[config.mk]
export PLATFORM = sky130hd
export DESIGN_NAME = ccirq_aggregator
export DESIGN_NICKNAME = d
export VERILOG_FILES = /design/src/rtl/ccirq_pkg.sv /design/src/rtl/ccirq_flag_bank.sv /design/src/rtl/ccirq_route.sv /design/src/rtl/ccirq_tmr_src.sv /design/src/rtl/ccirq_aggregator.sv
export SDC_FILE = /design/constraint.sdc
export NUM_CORES = 1
export LEC_CHECK = 0
export ABC_AREA = 1
export CORE_ASPECT_RATIO = 1.4
export CORE_MARGIN = 3
export CORE_UTILIZATION = 50
export DETAILED_ROUTE_END_ITERATION = 10
export PLACE_DENSITY = 0.84
export SLEW_MARGIN = 25
export SYNTH_ARGS = -nofsm -noshare
export SYNTH_HDL_FRONTEND = slang
export SYNTH_SLANG_ARGS = --single-unit
[constraint.sdc]
create_clock -name clk -period 2.1 [get_ports clk]
set_input_delay 0.21 -clock clk [delete_from_list [all_inputs] [get_ports clk]]
set_output_delay 0.21 -clock clk [all_outputs]
set_load 0.01 [all_outputs]
[src/rtl/ccirq_pkg.sv]
package ccirq_pkg;
  localparam int unsigned ADDR_W   = 2;
  localparam int unsigned N_COMB   = 2;
  localparam int unsigned PEND_TMR = 2;

  typedef enum logic [ADDR_W-1:0] {
    SEL_FLAG = 2'd0,
    SEL_MSK0 = 2'd1,
    SEL_MSK1 = 2'd2,
    SEL_PEND = 2'd3
  } reg_sel_e;
endpackage

[src/rtl/ccirq_flag_bank.sv]
module ccirq_flag_bank #(
  parameter int unsigned NUM_CH = 8
) (
  input  logic              clk,
  input  logic              rst_n,
  input  logic [NUM_CH-1:0] evt,
  input  logic              wr_en,
  input  logic [NUM_CH-1:0] wr_data,
  output logic [NUM_CH-1:0] flag_q,
  output logic [NUM_CH-1:0] rise
);
  logic [NUM_CH-1:0] flag_d;
  logic              flag_en;

  assign rise    = evt & ~flag_q;
  assign flag_en = wr_en | (|evt);

  always_comb begin
    flag_d = flag_q;
    if (wr_en) flag_d = flag_q & wr_data;
    flag_d = flag_d | evt;
  end

  always_ff @(posedge clk or negedge rst_n) begin
    if (!rst_n)       flag_q <= '0;
    else if (flag_en) flag_q <= flag_d;
  end
endmodule

[src/rtl/ccirq_route.sv]
module ccirq_route #(
  parameter int unsigned NUM_CH = 8
) (
  input  logic              clk,
  input  logic              rst_n,
  input  logic [NUM_CH-1:0] rise,
  input  logic              msk_we,
  input  logic [NUM_CH-1:0] msk_wdata,
  input  logic              pend_we,
  input  logic              pend_wbit,
  input  logic              ack,
  output logic [NUM_CH-1:0] msk_q,
  output logic              pend_q,
  output logic              pend_set
);
  logic pend_d;
  logic pend_clr;

  assign pend_set = |(rise & msk_q);
  assign pend_clr = ack | (pend_we & ~pend_wbit);

  always_comb begin
    pend_d = pend_q;
    if (pend_clr) pend_d = 1'b0;
    if (pend_set) pend_d = 1'b1;
  end

  always_ff @(posedge clk or negedge rst_n) begin
    if (!rst_n)      msk_q <= '0;
    else if (msk_we) msk_q <= msk_wdata;
  end

  always_ff @(posedge clk or negedge rst_n) begin
    if (!rst_n) pend_q <= 1'b0;
    else        pend_q <= pend_d;
  end
endmodule

[src/rtl/ccirq_tmr_src.sv]
module ccirq_tmr_src (
  input  logic clk,
  input  logic rst_n,
  input  logic rst_evt,
  input  logic ovf_evt,
  input  logic ack,
  input  logic pend_we,
  input  logic pend_wbit,
  output logic pend_q,
  output logic dma
);
  logic pend_d;

  assign dma = rst_evt | ovf_evt;

  always_comb begin
    pend_d = pend_q;
    if (ack | (pend_we & ~pend_wbit)) pend_d = 1'b0;
    if (dma) pend_d = 1'b1;
  end

  always_ff @(posedge clk or negedge rst_n) begin
    if (!rst_n) pend_q <= 1'b0;
    else        pend_q <= pend_d;
  end
endmodule

[src/rtl/ccirq_aggregator.sv]
module ccirq_aggregator
  import ccirq_pkg::*;
#(
  parameter int unsigned NUM_CH = 8
) (
  input  logic                       clk,
  input  logic                       rst_n,
  input  logic [NUM_CH-1:0]          ch_evt,
  input  logic                       tmr_rst_evt,
  input  logic                       tmr_ovf_evt,
  input  logic [ccirq_pkg::N_COMB-1:0] irq_ack,
  input  logic                       tmr_ack,
  input  logic                       reg_we,
  input  logic [ccirq_pkg::ADDR_W-1:0] reg_addr,
  input  logic [NUM_CH-1:0]          reg_wdata,
  output logic [NUM_CH-1:0]          reg_rdata,
  output logic [ccirq_pkg::N_COMB-1:0] irq_comb,
  output logic                       irq_tmr,
  output logic [NUM_CH:0]            dma_req
);
  localparam int unsigned PEND_W = PEND_TMR + 1;

  reg_sel_e          sel;
  logic [NUM_CH-1:0] flag_q;
  logic [NUM_CH-1:0] rise;
  logic [NUM_CH-1:0] msk_q [N_COMB];
  logic [N_COMB-1:0] pend_set;
  logic              pend_we;
  logic              tmr_dma;
  logic [PEND_W-1:0] pend_vec;

  assign sel     = reg_sel_e'(reg_addr);
  assign pend_we = reg_we && (sel == SEL_PEND);

  ccirq_flag_bank #(.NUM_CH(NUM_CH)) u_flags (
    .clk     (clk),
    .rst_n   (rst_n),
    .evt     (ch_evt),
    .wr_en   (reg_we && (sel == SEL_FLAG)),
    .wr_data (reg_wdata),
    .flag_q  (flag_q),
    .rise    (rise)
  );

  for (genvar j = 0; j < N_COMB; j++) begin : g_route
    ccirq_route #(.NUM_CH(NUM_CH)) u_route (
      .clk       (clk),
      .rst_n     (rst_n),
      .rise      (rise),
      .msk_we    (reg_we && (reg_addr == ADDR_W'(j + 1))),
      .msk_wdata (reg_wdata),
      .pend_we   (pend_we),
      .pend_wbit (reg_wdata[j]),
      .ack       (irq_ack[j]),
      .msk_q     (msk_q[j]),
      .pend_q    (irq_comb[j]),
      .pend_set  (pend_set[j])
    );
  end

  ccirq_tmr_src u_tmr (
    .clk       (clk),
    .rst_n     (rst_n),
    .rst_evt   (tmr_rst_evt),
    .ovf_evt   (tmr_ovf_evt),
    .ack       (tmr_ack),
    .pend_we   (pend_we),
    .pend_wbit (reg_wdata[PEND_TMR]),
    .pend_q    (irq_tmr),
    .dma       (tmr_dma)
  );

  assign pend_vec = {irq_tmr, irq_comb};
  assign dma_req  = {tmr_dma, ch_evt};

  always_comb begin
    reg_rdata = '0;
    unique case (sel)
      SEL_FLAG: reg_rdata = flag_q;
      SEL_MSK0: reg_rdata = msk_q[0];
      SEL_MSK1: reg_rdata = msk_q[1];
      SEL_PEND: reg_rdata[PEND_W-1:0] = pend_vec;
      default:  reg_rdata = '0;
    endcase
  end
endmodule

# Word-level counts from Yosys, hierarchy flattened
# Index checks and enable logic that the tools add are counted.
# totals
elab_cells,46
register_bits,27
in_bits,26
out_inout_bits,20
# classes
eq_ne,3
mux,9
bitwise_logic,17
reduce_logical,11
# op_table
operator,n
8-bit bitwise AND,4
8-bit OR reduction,3
5-bit one-hot mux with 3 select lines,1
3-bit one-hot mux with 4 select lines,1
8-bit two-way mux,1
8-bit inverter,1
8-bit OR,1
1-bit two-way mux,6
2-bit nonzero test,3
1-bit OR,5
"2-bit equality test, second input constant",2
1-bit logical AND,4
1-bit bitwise AND,3
1-bit inverter,3
"2-bit by 1-bit equality test with 1-bit output, second input constant",1
2-bit zero test,1

# Longest topological paths before layout
# depth
ltp_word,6
depth_mapped,6
depth_no_buf,5

# Hierarchy
# Synthesis repeated with hierarchy kept, for this count alone.
# hier_totals
cells_unflattened,196
area_unflattened_um2,1629.1
# modules_own_cells
mod,area_per_inst_um2,n_inst,seq_area_each_um2,cells_per_inst
ccirq_route,432.9,2,225.2,37
ccirq_flag_bank,385.4,1,200.2,57
ccirq_aggregator,320.3,1,0.0,56
ccirq_tmr_src,57.6,1,25.0,9

# Least setup slack after synthesis
# No wires, ideal clock.
# synth_path
kind,input-to-reg
startpoint,in reg_addr[1] (netlist bit)
endpoint,reg u_flags.flag_q[0]
setup_slack_ns,1.187
arrival_ns,0.789
required_ns,1.976
path_buffers,0
setup_time_ns,0.124
cell_stages,4
path_cell_list,nor2_2 nand2_1 nor2_1 o21bai_1
# synth_via
elab_chain_len,4
word_cells_on_any_way,5
cone_classes,mux: 1; bitwise: 2; reduce/logical: 2
# synth_rtl
element,line,rtl
from (decl),ccirq_aggregator.sv:14,"input logic [ccirq_pkg::ADDR_W-1:0] reg_addr,"
2-bit zero test (*),ccirq_aggregator.sv:39,".wr_en (reg_we && (sel == SEL_FLAG)),"
1-bit logical AND (*),ccirq_aggregator.sv:39,
8-bit two-way mux,ccirq_flag_bank.sv:20,if (wr_en) flag_d = flag_q & wr_data;
8-bit OR,ccirq_flag_bank.sv:21,flag_d = flag_d | evt;
to (signal assigned),ccirq_flag_bank.sv:26,else if (flag_en) flag_q <= flag_d;
to (decl),ccirq_flag_bank.sv:9,"output logic [NUM_CH-1:0] flag_q,"
# Every way passes the cells marked *; elsewhere a longest branch is shown, timed or not.
# A chain may end at the register's enable or synchronous reset.

# Worst setup path in the final report
# layout_path
startpoint,in reg_addr[0] (netlist bit)
endpoint,out reg_rdata[4]
# layout_via
elab_chain_len,2
word_cells_on_any_way,4
cone_classes,eq/ne: 2; mux: 1; reduce/logical: 1
# layout_rtl
element,line,rtl
"2-bit equality test, or another cell as far along",ccirq_aggregator.sv:78,unique case (sel)
5-bit one-hot mux with 3 select lines (*),ccirq_aggregator.sv:78,
to (decl),ccirq_aggregator.sv:16,"output logic [NUM_CH-1:0] reg_rdata,"
# Marked as above.

==> impl_metrics.csv <==
group,metric,value,unit
critical_path,rr_startpoint,"g_route[1].u_route.msk_q[7]",
logic_synthesis,synth_top_cells_by_count,"nand2_1, dfrtp_1, nand3_1, inv_1, nor2_1",
timing,finalCritPeriodShare,0.959,
critical_path,cp.arrival,1.80,ns
logic_synthesis,synth.most_common_cell,"nand2_1",
pwr,ir_drop,0.410,mV
grt,grt.overflow.total,0,
timing,fmax,497,MHz
timing,finalSetupViolations,0,
clocking,cts_tree,"built",
drt,wl_met1,1480,um
drt,drt-total-wl,3470,um
critical_path,rrSetupSlack,1.23,ns
timing,setup-tns-final,0,ns
floorplanning,die_w,53.0,um
floorplanning,row_count,23,
place,gp_congestion,0.780,
place,portBuffers,45,
grt,grt_use_total,0.199,
clocking,ctsLongestPathBuffers,2,
timing,rsz0062_at_grt,"no",
critical_path,cp-start-kind,"input port",
place,dp_hpwl,2580,um
clocking,htreeDepth,1,
logic_synthesis,synth.distinct_cells,16,
logic_synthesis,synthFlopType,"dfrtp_1",
drt,final_antenna_net_count,0,
clocking,clk_latency,0.27,ns
drt,dr.pass1.iters,4,
pwr,p_per_area,609,nW/um2
timing,finalClockSkew,0.00447,ns
logic_synthesis,yosysWarnings,0,
critical_path,cpMostUsedCell,"clkdlybuf4s50_1",
clocking,cts_buffers,3,
drt,wl_met3,134,um
logic_synthesis,ys_seq_elements,27,
cells_and_area,nets,267,
timing,fin_crit,2.01,ns
floorplanning,die_h,71.8,um
floorplanning,dieArea,3800,um2
logic_synthesis,synth_top_area_cell,"dfrtp_1",
floorplanning,pin_count,46,
logic_synthesis,synth_area_leaders,"dfrtp_1, nand2_1, nand3_1",
logic_synthesis,synth_cells,196,
min_path,hp-class,"input port to async pin",
timing,worst_slew_pin_slew,0.345,ns
critical_path,r2r_cells,4,
critical_path,cp_slowest_cell,"clkdlybuf4s50_1",
drt,wl_per_cell,12.5,um
cells_and_area,area_growth,32.3,%
critical_path,worst-path-max-fanout,9,
grt,antenna_found_initial,0,
drt,vias_per_cell,4.95,
grt,grt_max_degree,28,
clocking,cts.sinks,27,
cells_and_area,diodes,0,
logic_synthesis,synth-edff-count,0,
logic_synthesis,ys_seq_area_frac,0.437,
timing,slew-limit-headroom,0.770,
drt,wl_met2,1770,um
critical_path,worst-setup-path-type,"input port to output pin",
drt,top_layer,"met4",
cells_and_area,fillCellCount,248,
drt,dr.first_iter.drc_count,47,
grt,grt_pass1_wl,5660,um
cells_and_area,drive_gt1_frac,0.142,
timing,slew_viol_final,0,
grt,grt_pass1_vias,1317,
floorplanning,core_area,2910,um2
critical_path,critPathRequiredTime,1.89,ns
logic_synthesis,synth_top_area_share,0.437,
cells_and_area,multi_input_area,677,um2
clocking,cts_hold_buffers,0,
clocking,clk_pin_slew,0.09,ns
logic_synthesis,syn_avg_cell_area,7.88,um2
flow_run,max_cap_violations,0,
pwr,fin_total_pwr,1.24,mW
drt,num_vias,1372,
cells_and_area,regArea,676,um2
logic_synthesis,async_flop_share,1.00,
critical_path,regToRegEndpoint,"g_route[1].u_route.pend_q",
critical_path,crit_path_end_kind,"output pin",
critical_path,path_cells,"clkdlybuf4s50_1, inv_1, nor2_4, nand2_1, nand3_1, clkdlybuf4s50_1",
floorplanning,start_util,0.532,
logic_synthesis,syn_area,1550,um2
pwr,power_leakage,1.05,nW
cells_and_area,postLayoutCoreUtil,0.703,
status,status,"completed",
critical_path,slowest_delay,0.56,ns
logic_synthesis,syn_nets,222,
drt,drc,0,
timing,hold_violations,0,
clocking,root_buffer,"clkbuf_8",
## layer usage
layer / up-vias / track usage
met3: 7 / 0.0104
met1: 623 / 0.253
met5: - / 0
met4: 0 / 0.0909
li1: 704 / -
met2: 38 / 0.340
## repair_timing
item                       in CTS  in global routing
buffers inserted                0                  1
setup endpoints to repair       0                  8
resized for setup               0                  1
## layout make-up
| type | instances | share of cell area |
|---|---|---|
| Multi-Input combinational cell | 132 | 0.331 |
| Sequential cell | 27 | 0.330 |
| Timing Repair Buffer | 52 | 0.247 |
| Inverter | 25 | 0.0459 |
| Tap cell | 37 | 0.0226 |
| Clock buffer | 3 | 0.0202 |
| Clock inverter | 1 | 0.00245 |
## worst max-delay path: cells and delay by family
kind                   cells  cell delay, ns
AND/OR/NAND/NOR            3            0.48
buffers and inverters      3            1.11
## metrics by stage
step / cells / hold slack, ns / cell area, um2 / setup slack [ns]
detailed placement: 271 / 0.498 / 1980 / 0.0399
finish: 277 / 0.300 / 2040 / 0.0861
CTS: 275 / 0.308 / 2030 / 0.0296
global route: 277 / 0.329 / 2040 / 0.0479
floorplan: 196 / -0.0856 / 1550 / 1.19
global placement: 271 / 0.496 / 1980 / 0.0689
## cells in the final DEF, fill, tap and decap left out, types with 2 or more instances in the layout
master	n
nor2_4	2
nand2_4	2
o21ai_2	14
nand3_1	25
nand4_1	3
o21ai_1	2
inv_1	24
clkdlybuf4s50_1	44
buf_4	7
dfrtp_1	27
nor2_2	2
nor2_1	15
nand2_1	57
o21bai_1	8
nand2_2	2
clkbuf_8	3
## registers in the layout, summed over array words and instances (netlist names)
register	flops
u_tmr.pend_q	1
u_flags.flag_q	8
g_route.u_route.msk_q	16
g_route.u_route.pend_q	2
## how the worst max path moves through the flow
| stage | start | endpoint | slack, ns | depth (start not counted) |
|---|---|---|---|---|
| after floorplan | reg_addr[1] | u_flags.flag_q[0] | 1.19 | 4 |
| after global placement | reg_addr[1] | reg_rdata[6] | 0.07 | 6 |
| final | reg_addr[0] | reg_rdata[4] | 0.09 | 6 |
| after detailed placement | reg_addr[1] | reg_rdata[4] | 0.04 | 6 |
| after CTS | reg_addr[1] | reg_rdata[6] | 0.03 | 6 |
| after global routing | reg_addr[0] | reg_rdata[1] | 0.05 | 7 |
## cells by family (layout without fill, tap and decap cells)
group / count (synthesis) / count (layout) / synth area share
simple gates: 107 / 108 / 0.309
buf+inv: 38 / 81 / 0.129
flops: 27 / 27 / 0.437
compound gates: 24 / 24 / 0.125
## power by group
| part | total [mW] | leakage [nW] | internal (mW) | switching (mW) |
|---|---|---|---|---|
| Sequential | 0.627 | 0.309 | 0.581 | 0.0467 |
| Combinational | 0.324 | 0.717 | 0.171 | 0.153 |
| Clock | 0.293 | 0.0255 | 0.133 | 0.160 |
| Total | 1.24 | 1.05 | 0.885 | 0.359 |
No activity file was read; power rests on OpenSTA's default activity.
